### src/rtl/pgw_pkg.sv
package pgw_pkg;

    typedef enum logic [1:0] {
        PGW_IDLE,
        PGW_RECV,
        PGW_COMMIT,
        PGW_WAIT
    } pgw_state_e;

    // decoded per-cycle control of the sequencer
    typedef struct packed {
        logic clear;     // restart capture at a new base address
        logic take;      // accept a data byte into the page buffer
        logic finish;    // stop taken while receiving
        logic commit;    // stop leads into a programming run
    } pgw_ctl_t;

endpackage

### src/rtl/pgw_capture.sv
module pgw_capture #(
    parameter int DATA_W     = 8,
    parameter int PAGE_BYTES = 32,
    parameter int COL_W      = 5,
    parameter int CNT_W      = 6
) (
    input  logic                         clk,
    input  logic                         rst,
    input  logic                         clear,
    input  logic [COL_W-1:0]             base_col,
    input  logic                         take,
    input  logic [DATA_W-1:0]            byte_in,
    output logic [COL_W-1:0]             col_o,
    output logic [CNT_W-1:0]             count_o,
    output logic [PAGE_BYTES*DATA_W-1:0] page_data,
    output logic [PAGE_BYTES-1:0]        valid_mask
);

    logic [COL_W-1:0] col_q;
    logic [CNT_W-1:0] cnt_q;

    always_ff @(posedge clk) begin
        if (rst) begin
            col_q <= '0;
            cnt_q <= '0;
        end else if (clear) begin
            col_q <= base_col;
            cnt_q <= '0;
        end else if (take) begin
            col_q <= col_q + 1'b1;
            if (cnt_q != CNT_W'(PAGE_BYTES))
                cnt_q <= cnt_q + 1'b1;
        end
    end

    for (genvar g = 0; g < PAGE_BYTES; g++) begin : g_col
        logic hit;
        assign hit = take && (col_q == COL_W'(g));

        always_ff @(posedge clk) begin
            if (rst)
                valid_mask[g] <= 1'b0;
            else if (clear)
                valid_mask[g] <= 1'b0;
            else if (hit)
                valid_mask[g] <= 1'b1;
        end

        always_ff @(posedge clk) begin
            if (hit)
                page_data[g*DATA_W +: DATA_W] <= byte_in;
        end
    end

    assign col_o   = col_q;
    assign count_o = cnt_q;

endmodule

### src/rtl/pgw_scan.sv
module pgw_scan #(
    parameter int PAGE_BYTES = 32,
    parameter int COL_W      = 5
) (
    input  logic             clk,
    input  logic             rst,
    input  logic             start,
    input  logic [COL_W-1:0] base_col,
    output logic             active,
    output logic [COL_W-1:0] col,
    output logic             last
);

    logic [COL_W-1:0] idx_q;
    logic             run_q;

    always_ff @(posedge clk) begin
        if (rst) begin
            run_q <= 1'b0;
            idx_q <= '0;
        end else if (start) begin
            run_q <= 1'b1;
            idx_q <= '0;
        end else if (run_q) begin
            idx_q <= idx_q + 1'b1;
            if (idx_q == COL_W'(PAGE_BYTES - 1))
                run_q <= 1'b0;
        end
    end

    assign active = run_q;
    assign col    = base_col + idx_q;
    assign last   = run_q && (idx_q == COL_W'(PAGE_BYTES - 1));

endmodule

### src/rtl/pgw_timer.sv
module pgw_timer #(
    parameter int CYCLES = 500000,
    parameter int TIM_W  = 19
) (
    input  logic clk,
    input  logic rst,
    input  logic load,
    output logic running,
    output logic expire
);

    logic [TIM_W-1:0] cnt_q;
    logic             run_q;

    always_ff @(posedge clk) begin
        if (rst) begin
            run_q <= 1'b0;
            cnt_q <= '0;
        end else if (load) begin
            run_q <= 1'b1;
            cnt_q <= TIM_W'(CYCLES - 1);
        end else if (run_q) begin
            if (cnt_q == '0)
                run_q <= 1'b0;
            else
                cnt_q <= cnt_q - 1'b1;
        end
    end

    assign running = run_q;
    assign expire  = run_q && (cnt_q == '0);

endmodule

### src/rtl/eeprom_page_writer.sv
module eeprom_page_writer
    import pgw_pkg::*;
#(
    parameter int ADDR_W       = 13,
    parameter int DATA_W       = 8,
    parameter int PAGE_BYTES   = 32,
    parameter int WRITE_CYCLES = 500000
) (
    input  logic              clk,
    input  logic              rst,
    input  logic              wr_start,
    input  logic [ADDR_W-1:0] wr_addr,
    input  logic              byte_stb,
    input  logic [DATA_W-1:0] byte_data,
    input  logic              stop_stb,
    input  logic              wp_pin,
    input  logic              low_vdd,
    output logic              arr_we,
    output logic [ADDR_W-1:0] arr_addr,
    output logic [DATA_W-1:0] arr_wdata,
    output logic              busy,
    output logic [ADDR_W-1:0] ptr
);

    localparam int COL_W = $clog2(PAGE_BYTES);
    localparam int CNT_W = COL_W + 1;
    localparam int TIM_W = $clog2(WRITE_CYCLES + 1);
    localparam int PG_W  = ADDR_W - COL_W;

    pgw_state_e         state_q;
    pgw_ctl_t           ctl;
    logic [ADDR_W-1:0]  base_q;
    logic               prot_q;
    logic [ADDR_W-1:0]  ptr_q;

    logic [COL_W-1:0]             cap_col;
    logic [CNT_W-1:0]             cap_cnt;
    logic [PAGE_BYTES*DATA_W-1:0] cap_data;
    logic [PAGE_BYTES-1:0]        cap_mask;

    logic             scan_active;
    logic [COL_W-1:0] scan_col;
    logic             scan_last;
    logic             tim_running;
    logic             tim_expire;
    logic             recv_st;
    logic [PG_W-1:0]  base_page;
    logic             blocked;

    assign recv_st   = (state_q == PGW_RECV);
    assign base_page = base_q[ADDR_W-1:COL_W];
    assign blocked   = prot_q | wp_pin | low_vdd;

    // control decode
    always_comb begin
        ctl        = '0;
        ctl.clear  = wr_start && (state_q == PGW_IDLE || state_q == PGW_RECV);
        ctl.finish = recv_st && stop_stb && !wr_start;
        ctl.take   = recv_st && byte_stb && !stop_stb && !wr_start;
        ctl.commit = ctl.finish && (cap_cnt != '0) && !blocked;
    end

    always_ff @(posedge clk) begin
        if (rst) begin
            state_q <= PGW_IDLE;
            base_q  <= '0;
            prot_q  <= 1'b0;
        end else begin
            unique case (state_q)
                PGW_IDLE: begin
                    if (ctl.clear) begin
                        base_q  <= wr_addr;
                        prot_q  <= wp_pin;
                        state_q <= PGW_RECV;
                    end
                end
                PGW_RECV: begin
                    if (ctl.clear) begin
                        base_q <= wr_addr;
                        prot_q <= wp_pin;
                    end else if (ctl.finish) begin
                        state_q <= ctl.commit ? PGW_COMMIT : PGW_IDLE;
                    end else begin
                        prot_q <= prot_q | wp_pin;
                    end
                end
                PGW_COMMIT: begin
                    if (scan_last)
                        state_q <= PGW_WAIT;
                end
                PGW_WAIT: begin
                    if (tim_expire)
                        state_q <= PGW_IDLE;
                end
                default: state_q <= PGW_IDLE;
            endcase
        end
    end

    // address pointer update at the stop
    always_ff @(posedge clk) begin
        if (rst) begin
            ptr_q <= '0;
        end else if (ctl.finish) begin
            if (cap_cnt == '0 || cap_cnt == CNT_W'(PAGE_BYTES))
                ptr_q <= base_q;
            else
                ptr_q <= {base_page, cap_col};
        end
    end

    pgw_capture #(
        .DATA_W    (DATA_W),
        .PAGE_BYTES(PAGE_BYTES),
        .COL_W     (COL_W),
        .CNT_W     (CNT_W)
    ) u_capture (
        .clk       (clk),
        .rst       (rst),
        .clear     (ctl.clear),
        .base_col  (wr_addr[COL_W-1:0]),
        .take      (ctl.take),
        .byte_in   (byte_data),
        .col_o     (cap_col),
        .count_o   (cap_cnt),
        .page_data (cap_data),
        .valid_mask(cap_mask)
    );

    pgw_scan #(
        .PAGE_BYTES(PAGE_BYTES),
        .COL_W     (COL_W)
    ) u_scan (
        .clk     (clk),
        .rst     (rst),
        .start   (ctl.commit),
        .base_col(base_q[COL_W-1:0]),
        .active  (scan_active),
        .col     (scan_col),
        .last    (scan_last)
    );

    pgw_timer #(
        .CYCLES(WRITE_CYCLES),
        .TIM_W (TIM_W)
    ) u_timer (
        .clk    (clk),
        .rst    (rst),
        .load   (scan_last),
        .running(tim_running),
        .expire (tim_expire)
    );

    assign arr_we    = scan_active && cap_mask[scan_col];
    assign arr_addr  = {base_page, scan_col};
    assign arr_wdata = cap_data[scan_col*DATA_W +: DATA_W];
    assign busy      = (state_q == PGW_COMMIT) || (state_q == PGW_WAIT) || tim_running;
    assign ptr       = ptr_q;

endmodule

### config.mk
export PLATFORM = sky130hd
export DESIGN_NAME = eeprom_page_writer
export DESIGN_NICKNAME = d
export VERILOG_FILES = /design/src/rtl/pgw_pkg.sv /design/src/rtl/pgw_capture.sv /design/src/rtl/pgw_scan.sv /design/src/rtl/pgw_timer.sv /design/src/rtl/eeprom_page_writer.sv
export SDC_FILE = /design/constraint.sdc
export NUM_CORES = 1
export LEC_CHECK = 0
export BUFFER_PORTS_ARGS = -buffer_cell sky130_fd_sc_hd__buf_2
export CAP_MARGIN = 5
export CORE_UTILIZATION = 66
export CTS_CLUSTER_DIAMETER = 50
export DETAILED_ROUTE_END_ITERATION = 10
export GPL_TIMING_DRIVEN = 1
export MAX_ROUTING_LAYER = met4
export PLACE_DENSITY = 0.85
export SLEW_MARGIN = 30
export SYNTH_ARGS = -nofsm -noshare
export SYNTH_HDL_FRONTEND = slang
export SYNTH_SLANG_ARGS = --single-unit
### constraint.sdc
create_clock -name clk -period 6.9 [get_ports clk]
set_input_delay 0 -clock clk [delete_from_list [all_inputs] [get_ports clk]]
set_output_delay 0 -clock clk [all_outputs]
set_load 0.02 [all_outputs]
==> flow_metrics.env <==
export IMPL_startpoint="u_scan.idx_q[0]"
export IMPL_cts_setup_buffers=0
export IMPL_num_antenna_cells=0
export IMPL_tightest_slew_ps=1060
export IMPL_ant_nets=0
export IMPL_grt_max_degree=74
export IMPL_synth_edff_count=256
export IMPL_viasPerCell=6.37
export IMPL_hpwl_mm=18.0
export IMPL_required_ps=6900
export IMPL_place_area_sq_mm=0.0148
export IMPL_synth_distinct_cells=50
export IMPL_setup_viol=0
export IMPL_path_class="flop to primary output"
export IMPL_final_cell_mix="edfxtp_1, dfxtp_1, mux4_2"
export IMPL_wire_per_inst_um=25.1
export IMPL_synth_ff_type="edfxtp_1"
export IMPL_ir_worst_vdd_mv=0.205
export IMPL_final_common_cell="edfxtp_1"
export IMPL_start_util=0.676
export IMPL_critPathMaxStageDelay_ps=750
export IMPL_dr_pass1_iters=5
export IMPL_outcome="finished clean"
export IMPL_cp_start_kind="flop"
export IMPL_fin_crit_sh=0.576
export IMPL_skew_ps=19.2
export IMPL_cp_num_buf_inv=3
export IMPL_slowest_stage="fa_4"
export IMPL_io_buffers=63
export IMPL_fp_row_count=53
export IMPL_cts_buffers=38
export IMPL_syn_area_per_cell_sq_um=16.3
export IMPL_fin_crit_ps=3980
export IMPL_cp_end_kind="primary output"
export IMPL_clk_pin_slew_ps=70
export IMPL_drive_above_1_share=0.235
export IMPL_path_cells="ha_4 > inv_1 > fa_4 > buf_6 > mux4_2 > mux4_2 > mux2_2 > buf_2"
export IMPL_drv_slew=0
export IMPL_cts_resized=0
export IMPL_area_delta_synth_final_pct=13.5
export IMPL_grt_pass1_wl_mm=47.9
export IMPL_ys_async_sr_fraction=0
export IMPL_crit_top_cell="mux4_2"
export IMPL_root_buffer="clkbuf_16"
export IMPL_vias=8031
export IMPL_syn_nets=920
export IMPL_grt_overflow=0
export IMPL_die_area_sq_mm=0.0223
export IMPL_finalNetCount=1000
export IMPL_clk_path_buf_depth=3
export IMPL_drc=0
export IMPL_rsz0062_at_grt="no"
export IMPL_grt_pass1_vias=8241
export IMPL_top_level_ports=64
export IMPL_worstRegToRegCells=3
export IMPL_tns_ps=0
export IMPL_fillCellCount=1143
export IMPL_yosysWarningCount=0
export IMPL_ctsHoldBuffers=23
export IMPL_worstHoldPathType="input port to flop"
export IMPL_drt_iter0_markers=578
export IMPL_power_mw=4.43
export IMPL_finish_instance_area_sq_mm=0.0162
export IMPL_coreArea_sq_mm=0.0212
export IMPL_antenna_found_initial=0
export IMPL_worstPathMaxFanout=73
export IMPL_die_width_um=149
export IMPL_endpoint="arr_wdata[3]"
export IMPL_tritoncts="yes"
export IMPL_ys_ff_latch=354
export IMPL_slew_headroom=0.290
export IMPL_htreeDepth=2
export IMPL_maxCapViolCount=0
export IMPL_p_per_area_mw_per_mm2=273
export IMPL_syn_area_sq_mm=0.0143
export IMPL_track_usage=0.307
export IMPL_hold_viol=0
export IMPL_cts_sinks=354
export IMPL_r2r_slack_ps=3940
export IMPL_yosysSeqAreaShare=0.675
export IMPL_critical_path_top_delay_family="multiplexers"
export IMPL_die_h_um=149
export IMPL_p_leak_nw=5.52
export IMPL_gp_congestion=0.796
export IMPL_arrival_ps=3980
export IMPL_r2r_end="u_capture.page_data[138]"
export IMPL_clk_latency_ps=520
export IMPL_routed_wl_mm=31.6
export IMPL_fmax_mhz=251
export IMPL_syn_inst=876
export IMPL_worst_path_stages=8
==> cells by family (layout without fill, tap and decap cells) <==
kind of cell             Yosys count  in the layout  share of synthesized area
AO/OA/AOI/OAI                    101            101                     0.0459
XOR/XNOR                          27             27                     0.0165
buffers and inverters             67            176                     0.0227
adder cells (fa/ha/maj)           16             16                     0.0145
flip-flops                       354            354                      0.675
multiplexers                     106            106                      0.152
AND/OR/NAND/NOR                  205            205                     0.0737
==> cell usage after synthesis (2+ instances only) <==
cell       number  share of area
a211oi_1       11         0.0058
a21oi_1        39          0.014
a311oi_1        3         0.0018
a31oi_1         4         0.0017
and2_1         18         0.0079
and3_1         18         0.0079
buf_2           8         0.0028
buf_4          15         0.0079
clkbuf_1       28         0.0073
dfxtp_1        98           0.14
edfxtp_1      256           0.54
ha_1           15          0.013
inv_1          14         0.0037
mux2_2          9         0.0071
mux2i_1         9         0.0063
mux4_2         88           0.14
nand2_1        59          0.015
nand2b_1        9         0.0039
nand3_1         6         0.0021
nand4_1         7         0.0031
nor2_1         48          0.013
nor2b_1         4         0.0017
nor3_1          8         0.0028
nor3_2          2         0.0014
nor3b_1         4         0.0021
nor4_1          5         0.0022
nor4b_1         4         0.0024
nor4b_2         2         0.0021
o2111ai_1       2         0.0012
o21a_1         28          0.015
o21ai_0         4         0.0014
o31ai_1         4         0.0021
or2_2           2        0.00087
or3_1           4         0.0017
xnor2_1        17          0.010
xor2_1         10         0.0061
==> layer usage <==
| layer | part of all wire | wire length [um] | track usage |
|---|---|---|---|
| met2 | 0.52 | 16300 | 0.513 |
| met4 | 0.027 | 855 | 0.110 |
| met3 | 0.073 | 2310 | 0.0526 |
| met5 | 0 | 0 | - |
| met1 | 0.38 | 12100 | 0.379 |
==> how the worst min path moves through the flow <==
| stage | startpoint | endpoint | slack (ps) | cells past startpoint |
|---|---|---|---|---|
| after floorplan | byte_data[0] | u_capture.page_data[0] | 100 | 0 |
| after CTS | byte_data[5] | u_capture.page_data[69] | 2 | 1 |
| final | byte_data[5] | u_capture.page_data[69] | 20 | 1 |
| after global placement | wr_addr[10] | base_q[10] | 240 | 3 |
| after global routing | byte_data[0] | u_capture.page_data[152] | 40 | 1 |
| after detailed placement | wr_addr[6] | base_q[6] | 250 | 3 |
==> power by group <==
| part | internal [mW] | leakage [nW] | switching [mW] |
|---|---|---|---|
| Clock | 1.08 | 0.551 | 0.796 |
| Combinational | 0.107 | 1.88 | 0.143 |
| Sequential | 2.29 | 3.09 | 0.0132 |
| Total | 3.48 | 5.52 | 0.952 |
==> final cells by class <==
cell class	instances	area, sq um	share of cell area
clock buffers	54	1030	0.0636
flip-flops and latches	354	9650	0.594
clock inverters	15	103	0.00632
multi-input cells	455	4440	0.273
well taps	275	344	0.0212
repair buffers	93	614	0.0378
inverters	14	52.6	0.00324
==> flip-flops by register name, summed over array words and instances (netlist names), named ones only <==
| name | count |
|---|---|
| base_q | 13 |
| prot_q | 1 |
| ptr | 13 |
| state_q | 1 |
| u_capture.col_o | 5 |
| u_capture.count_o | 6 |
| u_capture.page_data | 256 |
| u_capture.valid_mask | 32 |
| u_scan.active | 1 |
| u_scan.idx_q | 5 |
| u_timer.cnt_q | 19 |
| u_timer.running | 1 |
==> stage by stage <==
| stage | hold slack (ps) | setup WS, ps | utilization | std cells |
|---|---|---|---|---|
| 3_3_place_gp | 240 | 3350 | 0.701 | 1167 |
| 3_5_place_dp | 247 | 3270 | 0.701 | 1167 |
| 5_1_grt | 35.9 | 2820 | 0.767 | 1260 |
| 6_report | 15.3 | 2920 | 0.767 | 1260 |
| 4_1_cts | 2.21 | 2680 | 0.766 | 1259 |
| 2_1_floorplan | 98.9 | 4080 | - | 876 |
(Power assumes the default switching activity.)
